===== src/rtl/i2cseq_pkg.sv =====
package i2cseq_pkg;

   typedef enum logic [3:0] {
      ST_IDLE    = 4'd0,
      ST_START   = 4'd1,
      ST_RESTART = 4'd2,
      ST_STOP    = 4'd3,
      ST_ADDR    = 4'd5,
      ST_READ    = 4'd9,
      ST_WRITE   = 4'd10,
      ST_NOACK   = 4'd11,
      ST_LOST    = 4'd12,
      ST_WAIT    = 4'd13
   } seq_state_e;

   typedef enum logic [2:0] {
      CELL_START,
      CELL_RESTART,
      CELL_STOP,
      CELL_BIT,
      CELL_PARK
   } cell_kind_e;

   localparam int W_RW   = 16;
   localparam int W_STOP = 17;
   localparam int W_RUN  = 31;

   localparam int S_DONE  = 0;
   localparam int S_ABORT = 1;
   localparam int S_DNACK = 2;
   localparam int S_NODEV = 3;

endpackage


===== src/rtl/i2cseq_bitcell.sv =====
module i2cseq_bitcell
   import i2cseq_pkg::*;
#(
   parameter int SAMPLE_Q = 3
) (
   input  logic       clk,
   input  logic       rst_n,
   input  logic       tick,
   input  logic       go,
   input  cell_kind_e kind,
   input  logic       val,
   input  logic       release_bus,
   input  logic       sda_s,
   output logic       scl_o,
   output logic       sda_o,
   output logic       done,
   output logic       smp
);

   localparam logic [1:0] LAST_Q = 2'd3;
   localparam logic [1:0] SMP_Q  = 2'(SAMPLE_Q);

   if (SAMPLE_Q < 2 || SAMPLE_Q > 3) begin : g_bad_sample
      $error("SAMPLE_Q must be 2 or 3");
   end

   logic       active;
   logic [1:0] q;

   // line levels {scl, sda} for quarter qq of a cell
   function automatic logic [1:0] levels(cell_kind_e k, logic [1:0] qq,
                                         logic v, logic prev);
      logic [1:0] r;
      case (k)
         CELL_START:   r = {1'b1, ~qq[1]};
         CELL_RESTART: r = {qq[1], (qq == 2'd0) ? prev : (qq != 2'd3)};
         CELL_STOP:    r = {qq[1], (qq == 2'd0) ? prev : (qq == 2'd3)};
         CELL_PARK:    r = {1'b0, (qq == 2'd0) ? prev : 1'b1};
         default:      r = {qq[1], (qq == 2'd0) ? prev : v};
      endcase
      return r;
   endfunction

   always_ff @(posedge clk or negedge rst_n) begin
      if (!rst_n) begin
         active <= 1'b0;
         q      <= 2'd0;
         scl_o  <= 1'b1;
         sda_o  <= 1'b1;
         done   <= 1'b0;
         smp    <= 1'b1;
      end else begin
         done <= 1'b0;
         if (release_bus) begin
            active <= 1'b0;
            scl_o  <= 1'b1;
            sda_o  <= 1'b1;
         end else if (go) begin
            active         <= 1'b1;
            q              <= 2'd0;
            {scl_o, sda_o} <= levels(kind, 2'd0, val, sda_o);
         end else if (active && tick) begin
            if (q == SMP_Q) smp <= sda_s;
            if (q == LAST_Q) begin
               active <= 1'b0;
               done   <= 1'b1;
            end else begin
               q              <= q + 2'd1;
               {scl_o, sda_o} <= levels(kind, q + 2'd1, val, sda_o);
            end
         end
      end
   end

endmodule


===== src/rtl/i2cseq_bytecnt.sv =====
module i2cseq_bytecnt #(
   parameter int CNT_W = 8
) (
   input  logic             clk,
   input  logic             rst_n,
   input  logic             load,
   input  logic [CNT_W-1:0] load_val,
   input  logic             dec,
   output logic             last,
   output logic             empty
);

   logic [CNT_W-1:0] left;

   always_ff @(posedge clk or negedge rst_n) begin
      if (!rst_n)                left <= '0;
      else if (load)             left <= load_val;
      else if (dec && left != 0) left <= left - 1'b1;
   end

   assign last  = (left == CNT_W'(1));
   assign empty = (left == '0);

endmodule


===== src/rtl/i2cseq_master.sv =====
module i2cseq_master
   import i2cseq_pkg::*;
#(
   parameter int CNT_W       = 8,
   parameter int SYNC_STAGES = 2
) (
   input  logic        clk,
   input  logic        rst_n,
   input  logic        bit_tick,
   input  logic        launch,
   input  logic [31:0] launch_word,
   input  logic [6:0]  launch_addr,
   input  logic        man_clk9,
   input  logic        man_stop,
   input  logic        status_rd,
   input  logic [7:0]  tx_data,
   output logic        tx_take,
   output logic [7:0]  rx_data,
   output logic        rx_valid,
   input  logic        sda_i,
   output logic        scl_o,
   output logic        sda_o,
   output logic        busy,
   output logic [3:0]  state_code,
   output logic [3:0]  status
);

   localparam logic [3:0] ACK_SLOT = 4'd8;
   localparam logic [3:0] LSB_SLOT = 4'd7;

   if (CNT_W < 1 || CNT_W > 16) begin : g_bad_cnt_w
      $error("CNT_W must be within 1..16");
   end
   if (SYNC_STAGES < 0 || SYNC_STAGES > 3) begin : g_bad_sync
      $error("SYNC_STAGES must be within 0..3");
   end

   // SDA input synchroniser, depth chosen by parameter
   logic sda_s;
   if (SYNC_STAGES == 0) begin : g_nosync
      assign sda_s = sda_i;
   end else begin : g_sync
      logic [SYNC_STAGES-1:0] chain;
      always_ff @(posedge clk or negedge rst_n) begin
         if (!rst_n) chain <= '1;
         else begin
            chain[0] <= sda_i;
            for (int k = 1; k < SYNC_STAGES; k++) chain[k] <= chain[k-1];
         end
      end
      assign sda_s = chain[SYNC_STAGES-1];
   end

   seq_state_e st;
   cell_kind_e kind_q;
   logic [3:0] bit_idx, status_q;
   logic [7:0] shreg, rx_q;
   logic       stop_q, man_q, park_q, err_q;
   logic       go_q, val_q, rel_q, take_q, rxv_q, cnt_load_q, cnt_dec_q;
   logic       cell_done, cell_smp, cnt_last, cnt_empty;
   logic       unused_word;

   assign unused_word = ^launch_word;

   i2cseq_bitcell #(.SAMPLE_Q(3)) u_cell (
      .clk(clk), .rst_n(rst_n), .tick(bit_tick), .go(go_q), .kind(kind_q),
      .val(val_q), .release_bus(rel_q), .sda_s(sda_s), .scl_o(scl_o),
      .sda_o(sda_o), .done(cell_done), .smp(cell_smp)
   );

   i2cseq_bytecnt #(.CNT_W(CNT_W)) u_cnt (
      .clk(clk), .rst_n(rst_n), .load(cnt_load_q),
      .load_val(launch_word[CNT_W-1:0]), .dec(cnt_dec_q),
      .last(cnt_last), .empty(cnt_empty)
   );

   always_ff @(posedge clk or negedge rst_n) begin
      if (!rst_n) begin
         st <= ST_IDLE; kind_q <= CELL_BIT; bit_idx <= '0; status_q <= '0;
         shreg <= '0; rx_q <= '0; stop_q <= 1'b0; man_q <= 1'b0;
         park_q <= 1'b0; err_q <= 1'b0; go_q <= 1'b0; val_q <= 1'b1;
         rel_q <= 1'b0; take_q <= 1'b0; rxv_q <= 1'b0;
         cnt_load_q <= 1'b0; cnt_dec_q <= 1'b0;
      end else begin
         go_q <= 1'b0; rel_q <= 1'b0; take_q <= 1'b0; rxv_q <= 1'b0;
         cnt_load_q <= 1'b0; cnt_dec_q <= 1'b0;
         if (status_rd) status_q <= '0;
         case (st)
            ST_IDLE, ST_WAIT: begin
               if (st == ST_WAIT && park_q) begin
                  if (cell_done) begin
                     park_q           <= 1'b0;
                     status_q[S_DONE] <= 1'b1;
                  end
               end else if (launch && launch_word[W_RUN]) begin
                  status_q   <= '0;
                  err_q      <= 1'b0;
                  man_q      <= 1'b0;
                  stop_q     <= launch_word[W_STOP];
                  shreg      <= {launch_addr, launch_word[W_RW]};
                  cnt_load_q <= 1'b1;
                  if (st == ST_WAIT) begin
                     st <= ST_RESTART; go_q <= 1'b1; kind_q <= CELL_RESTART;
                  end else if (!sda_s) begin
                     st <= ST_LOST; err_q <= 1'b1; status_q[S_ABORT] <= 1'b1;
                  end else begin
                     st <= ST_START; go_q <= 1'b1; kind_q <= CELL_START;
                  end
               end else if (st == ST_IDLE && man_clk9) begin
                  st <= ST_READ; man_q <= 1'b1; bit_idx <= '0;
                  go_q <= 1'b1; kind_q <= CELL_BIT; val_q <= 1'b1;
               end else if (st == ST_IDLE && man_stop) begin
                  st <= ST_STOP; man_q <= 1'b1; go_q <= 1'b1; kind_q <= CELL_STOP;
               end
            end
            ST_LOST: begin
               if (man_clk9) begin
                  st <= ST_READ; man_q <= 1'b1; bit_idx <= '0;
                  go_q <= 1'b1; kind_q <= CELL_BIT; val_q <= 1'b1;
               end else if (man_stop) begin
                  st <= ST_STOP; man_q <= 1'b1; go_q <= 1'b1; kind_q <= CELL_STOP;
               end
            end
            ST_START, ST_RESTART: begin
               if (cell_done) begin
                  st <= ST_ADDR; bit_idx <= '0;
                  go_q <= 1'b1; kind_q <= CELL_BIT; val_q <= shreg[7];
               end
            end
            ST_ADDR, ST_WRITE: begin
               if (cell_done) begin
                  if (bit_idx <= LSB_SLOT && val_q && !cell_smp) begin
                     st <= ST_IDLE; rel_q <= 1'b1; err_q <= 1'b1;
                     status_q[S_ABORT] <= 1'b1;
                  end else if (bit_idx < LSB_SLOT) begin
                     bit_idx <= bit_idx + 4'd1;
                     shreg   <= {shreg[6:0], 1'b0};
                     go_q <= 1'b1; kind_q <= CELL_BIT; val_q <= shreg[6];
                  end else if (bit_idx == LSB_SLOT) begin
                     bit_idx <= ACK_SLOT;
                     go_q <= 1'b1; kind_q <= CELL_BIT; val_q <= 1'b1;
                  end else if (cell_smp) begin
                     st    <= ST_NOACK;
                     err_q <= 1'b1;
                     if (st == ST_ADDR) status_q[S_NODEV] <= 1'b1;
                     else               status_q[S_DNACK] <= 1'b1;
                  end else begin
                     if (st == ST_WRITE) cnt_dec_q <= 1'b1;
                     if ((st == ST_ADDR && cnt_empty) || (st == ST_WRITE && cnt_last)) begin
                        go_q <= 1'b1;
                        if (stop_q) begin st <= ST_STOP; kind_q <= CELL_STOP; end
                        else begin st <= ST_WAIT; park_q <= 1'b1; kind_q <= CELL_PARK; end
                     end else if (st == ST_ADDR && shreg[7]) begin
                        st <= ST_READ; bit_idx <= '0;
                        go_q <= 1'b1; kind_q <= CELL_BIT; val_q <= 1'b1;
                     end else begin
                        st <= ST_WRITE; bit_idx <= '0; shreg <= tx_data; take_q <= 1'b1;
                        go_q <= 1'b1; kind_q <= CELL_BIT; val_q <= tx_data[7];
                     end
                  end
               end
            end
            ST_READ: begin
               if (cell_done) begin
                  if (man_q) begin
                     if (bit_idx == ACK_SLOT) st <= ST_IDLE;
                     else begin
                        bit_idx <= bit_idx + 4'd1;
                        go_q <= 1'b1; kind_q <= CELL_BIT; val_q <= 1'b1;
                     end
                  end else if (bit_idx < LSB_SLOT) begin
                     shreg   <= {shreg[6:0], cell_smp};
                     bit_idx <= bit_idx + 4'd1;
                     go_q <= 1'b1; kind_q <= CELL_BIT; val_q <= 1'b1;
                  end else if (bit_idx == LSB_SLOT) begin
                     rx_q    <= {shreg[6:0], cell_smp};
                     rxv_q   <= 1'b1;
                     bit_idx <= ACK_SLOT;
                     go_q <= 1'b1; kind_q <= CELL_BIT; val_q <= cnt_last;
                  end else begin
                     cnt_dec_q <= 1'b1;
                     go_q      <= 1'b1;
                     if (cnt_last) begin
                        if (stop_q) begin st <= ST_STOP; kind_q <= CELL_STOP; end
                        else begin st <= ST_WAIT; park_q <= 1'b1; kind_q <= CELL_PARK; end
                     end else begin
                        bit_idx <= '0; kind_q <= CELL_BIT; val_q <= 1'b1;
                     end
                  end
               end
            end
            ST_NOACK: begin
               st <= ST_STOP; go_q <= 1'b1; kind_q <= CELL_STOP;
            end
            ST_STOP: begin
               if (cell_done) begin
                  st <= ST_IDLE;
                  if (!man_q && !err_q) status_q[S_DONE] <= 1'b1;
               end
            end
            default: st <= ST_IDLE;
         endcase
      end
   end

   assign busy       = !(st == ST_IDLE || st == ST_LOST || (st == ST_WAIT && !park_q));
   assign state_code = st;
   assign status     = status_q;
   assign tx_take    = take_q;
   assign rx_data    = rx_q;
   assign rx_valid   = rxv_q;

endmodule


===== config.mk =====
export PLATFORM = sky130hd
export DESIGN_NAME = i2cseq_master
export DESIGN_NICKNAME = d
export VERILOG_FILES = /design/src/rtl/i2cseq_pkg.sv /design/src/rtl/i2cseq_bitcell.sv /design/src/rtl/i2cseq_bytecnt.sv /design/src/rtl/i2cseq_master.sv
export SDC_FILE = /design/constraint.sdc
export NUM_CORES = 1
export LEC_CHECK = 0
export BUFFER_PORTS_ARGS = -buffer_cell sky130_fd_sc_hd__buf_2
export CORE_ASPECT_RATIO = 1.2
export CORE_UTILIZATION = 50
export DETAILED_ROUTE_END_ITERATION = 16
export GPL_TIMING_DRIVEN = 0
export PLACE_DENSITY = 0.72
export SLEW_MARGIN = 20
export SYNTH_ARGS = -nofsm -noshare
export SYNTH_HDL_FRONTEND = slang
export SYNTH_HIERARCHICAL = 1
export SYNTH_SLANG_ARGS = --single-unit

===== constraint.sdc =====
create_clock -name clk -period 7.98 [get_ports clk]
set_input_delay 1.197 -clock clk [delete_from_list [all_inputs] [get_ports clk]]
set_output_delay 1.197 -clock clk [all_outputs]
set_load 0.05 [all_outputs]

==> flow_metrics.py <==
metrics = {
    "outcome": {
        "status": "finished, final reports clean",
    },
    "global_routing": {
        "grt_pass1_vias": 3661,
        "grt_usage_pct": 29.14,
        "grt-ovfl-total": 0,
        "grt_max_degree": 60,
        "grt_pass1_wl_um": 17830,
        "antenna_found_initial": 0,
    },
    "route": {
        "drc": 0,
        "drtPass1Iterations": 5,
        "wl_per_cell_um": 19.33,
        "wl_um": 11230,
        "vias": 3717,
        "vias_per_cell": 6.398,
        "ant_nets": 0,
        "drt-initial-drc-count": 365,
    },
    "clock_tree": {
        "cts.sink_count": 59,
        "numCtsBuffers": 9,
        "cts_buffer_depth": 2,
        "cts_tree": "done",
        "cts_setup_buffers": 0,
        "hold_buffers": 0,
        "root_buffer": "clkbuf_8",
        "clock_latency_ps": 350,
        "clk_pin_slew_ps": 70,
        "cts_resized": 0,
        "htreeDepth": 3,
    },
    "final_layout": {
        "syn_to_final_growth_pct": 15.73,
        "drive_gt1_share_pct": 25.25,
        "fillCellCount": 699,
        "diodes": 0,
        "nNetsFinal": 548,
    },
    "critical_path": {
        "ff2ff_setup_slack_ps": 4380,
        "critPathKind": "flip-flop to output pin",
        "critPathRequiredTime_ps": 6780,
        "crit_fanout": 10,
        "arrival_ps": 2600,
        "startpoint_type": "flip-flop",
        "crit_path_end_kind": "output pin",
    },
    "floorplan": {
        "dieArea_um2": 8184,
        "core_area_um2": 7402,
        "die_w_um": 82.75,
        "initial_core_util_pct": 52.86,
        "ios": 76,
        "rows": 34,
        "dieHeight_um": 98.90,
    },
    "timing": {
        "fin_crit_sh_pct": 47.60,
        "setup_violations": 0,
        "rsz0062_at_grt": "false",
        "setup-tns-final_ps": 0,
        "relSlewSlack_pct": 21.40,
        "timing_hold_violations_final": 0,
        "finalClockSkew_ps": 13.53,
        "layout_min_cycle_time_ps": 3799,
        "slew_viol_final": 0,
        "fmax_mhz": 263.2,
        "whs_ps": 355.5,
        "tightest_slew_ps": 1176,
    },
    "logic_synthesis": {
        "syn_nets": 483,
        "ys_dominant_reg_cell": "dfrtp_1",
        "ys_ff_latch": 59,
        "synthArstFlopShare_pct": 100.0,
        "yosysSeqAreaShare_pct": 37.99,
        "yosys_warnings": 6,
        "synth_enable_flop_cells": 0,
        "ys_types": 78,
        "syn_area_um2": 3913,
        "syn_inst": 421,
        "syn_area_per_cell_um2": 9.293,
    },
    "placement": {
        "gp_congestion": 1.006,
        "place_hpwl_um": 8110,
        "portBuffers": 54,
    },
    "flow_run": {
        "maxCapViolCount": 0,
    },
    "power_and_ir_drop": {
        "powerDensity_nw_per_um2": 354.8,
        "vdd_drop_max_mv": 0.1562,
        "leakage_uw": 0.001990,
    },
    "hold_path": {
        "hp-class": "flip-flop to flip-flop",
    },
}
-- power breakdown --
| group | total (uW) | leakage [uW] | switching, uW | internal, uW |
|---|---|---|---|---|
| logic | 798 | 0.00114 | 487 | 310 |
| clock network | 308 | 0.000111 | 123 | 185 |
| registers | 501 | 0.000737 | 103 | 398 |
| total | 1610 | 0.00199 | 714 | 893 |
-- final timing paths --
check / start / end / depth (start not counted)
max in group asynchronous: rst_n / bit_idx[0] / 1
worst min register to register: g_sync.chain[0] / g_sync.chain[1] / 0
worst max register to register: u_cnt/left[3] / kind_q[1] / 7
worst max-delay path: state_code[0] / busy / 6
worst min-delay path: g_sync.chain[0] / g_sync.chain[1] / 0
min in group asynchronous: rst_n / u_cnt/left[5] / 1
-- worst max-delay path, cell delays in order, from the launching register on --
cell and delay, ps:
dfrtp_1 500, clkbuf_1 370, clkbuf_1 400, buf_1 460, a21oi_1 80, o21bai_1 150
buf_2 280
-- layout make-up --
class	instances	area [um2]	share of cell area, %
Buffer	27	126.4	2.791
Clock buffer	12	145.1	3.205
Clock inverter	4	73.82	1.630
Inverter	22	82.58	1.824
Multi-Input combinational cell	313	2228	49.21
Sequential cell	59	1486	32.83
Tap cell	90	112.6	2.487
Timing Repair Buffer	54	272.8	6.024
-- registers in the layout (all words and copies together) (netlist names), 2 cells and up --
register and count:
u_cnt/left 8, state_code 4, shreg 8, bit_idx 4, u_cell/q 2, g_sync.chain 2, status 4, kind_q 3
rx_data 8
-- logic make-up after synthesis --
family                     count (synthesis)  share of synthesized area [%]
and+or+nand+nor                          150                          22.93
AOI/OAI and AO/OA                        126                          23.19
DFF                                       59                          37.99
buffers and inverters                     49                          5.340
muxes                                     30                          8.314
adders and majority gates                  7                          2.238
-- synth_stat cells (7+ instances only) --
master / number / share of area, %
a21oi_1: 30 / 3.8
a222oi_1: 7 / 1.8
buf_2: 7 / 0.90
clkbuf_1: 16 / 1.5
dfrtp_1: 51 / 33
dfstp_2: 8 / 5.4
ha_1: 7 / 2.2
inv_1: 22 / 2.1
mux2_2: 15 / 4.3
mux2i_1: 13 / 3.3
nand2_1: 17 / 1.6
nand2b_1: 7 / 1.1
nand3_1: 9 / 1.2
nor2_1: 31 / 3.0
nor3_1: 12 / 1.5
nor3b_1: 9 / 1.7
o21ai_0: 15 / 1.9
or3_1: 7 / 1.1
-- metal layers --
metal	vias up	wire length [um]	global-route usage, %
met5	-	0	0
li1	1734	-	-
met3	47	534	3.611
met2	144	5461	47.10
met4	0	534	18.70
met1	1792	4699	35.83
-- layout by cell type (no fill, tap or decap), drive strengths merged, types with 5 or more instances in the layout --
cell type and n:
or3 8, a21o 5, o21ai 18, o211ai 6
nor3b 9, nand3 9, o22ai 5, nand2 17
nor2 34, dfrtp 51, a21oi 30, mux2i 13
dfstp 8, a31oi 6, a222oi 7, or2 5
nor3 12, and2 7, nand2b 7, inv 22
or4 7, ha 7, clkbuf 29, buf 64
mux2 17
-- stage by stage --
stage	area, um2	cells	power, uW	setup WS [ps]	utilization [%]
2_1_floorplan	3913	421	1067	4442	-
3_5_place_dp	4298	565	1281	4179	58.06
6_report	4528	581	1606	4181	61.17
5_1_grt	4528	581	1700	4012	61.17
4_1_cts	4517	581	1593	4130	61.02
3_3_place_gp	4295	565	1271	4151	58.03
No activity file was read; power rests on OpenSTA's default activity.
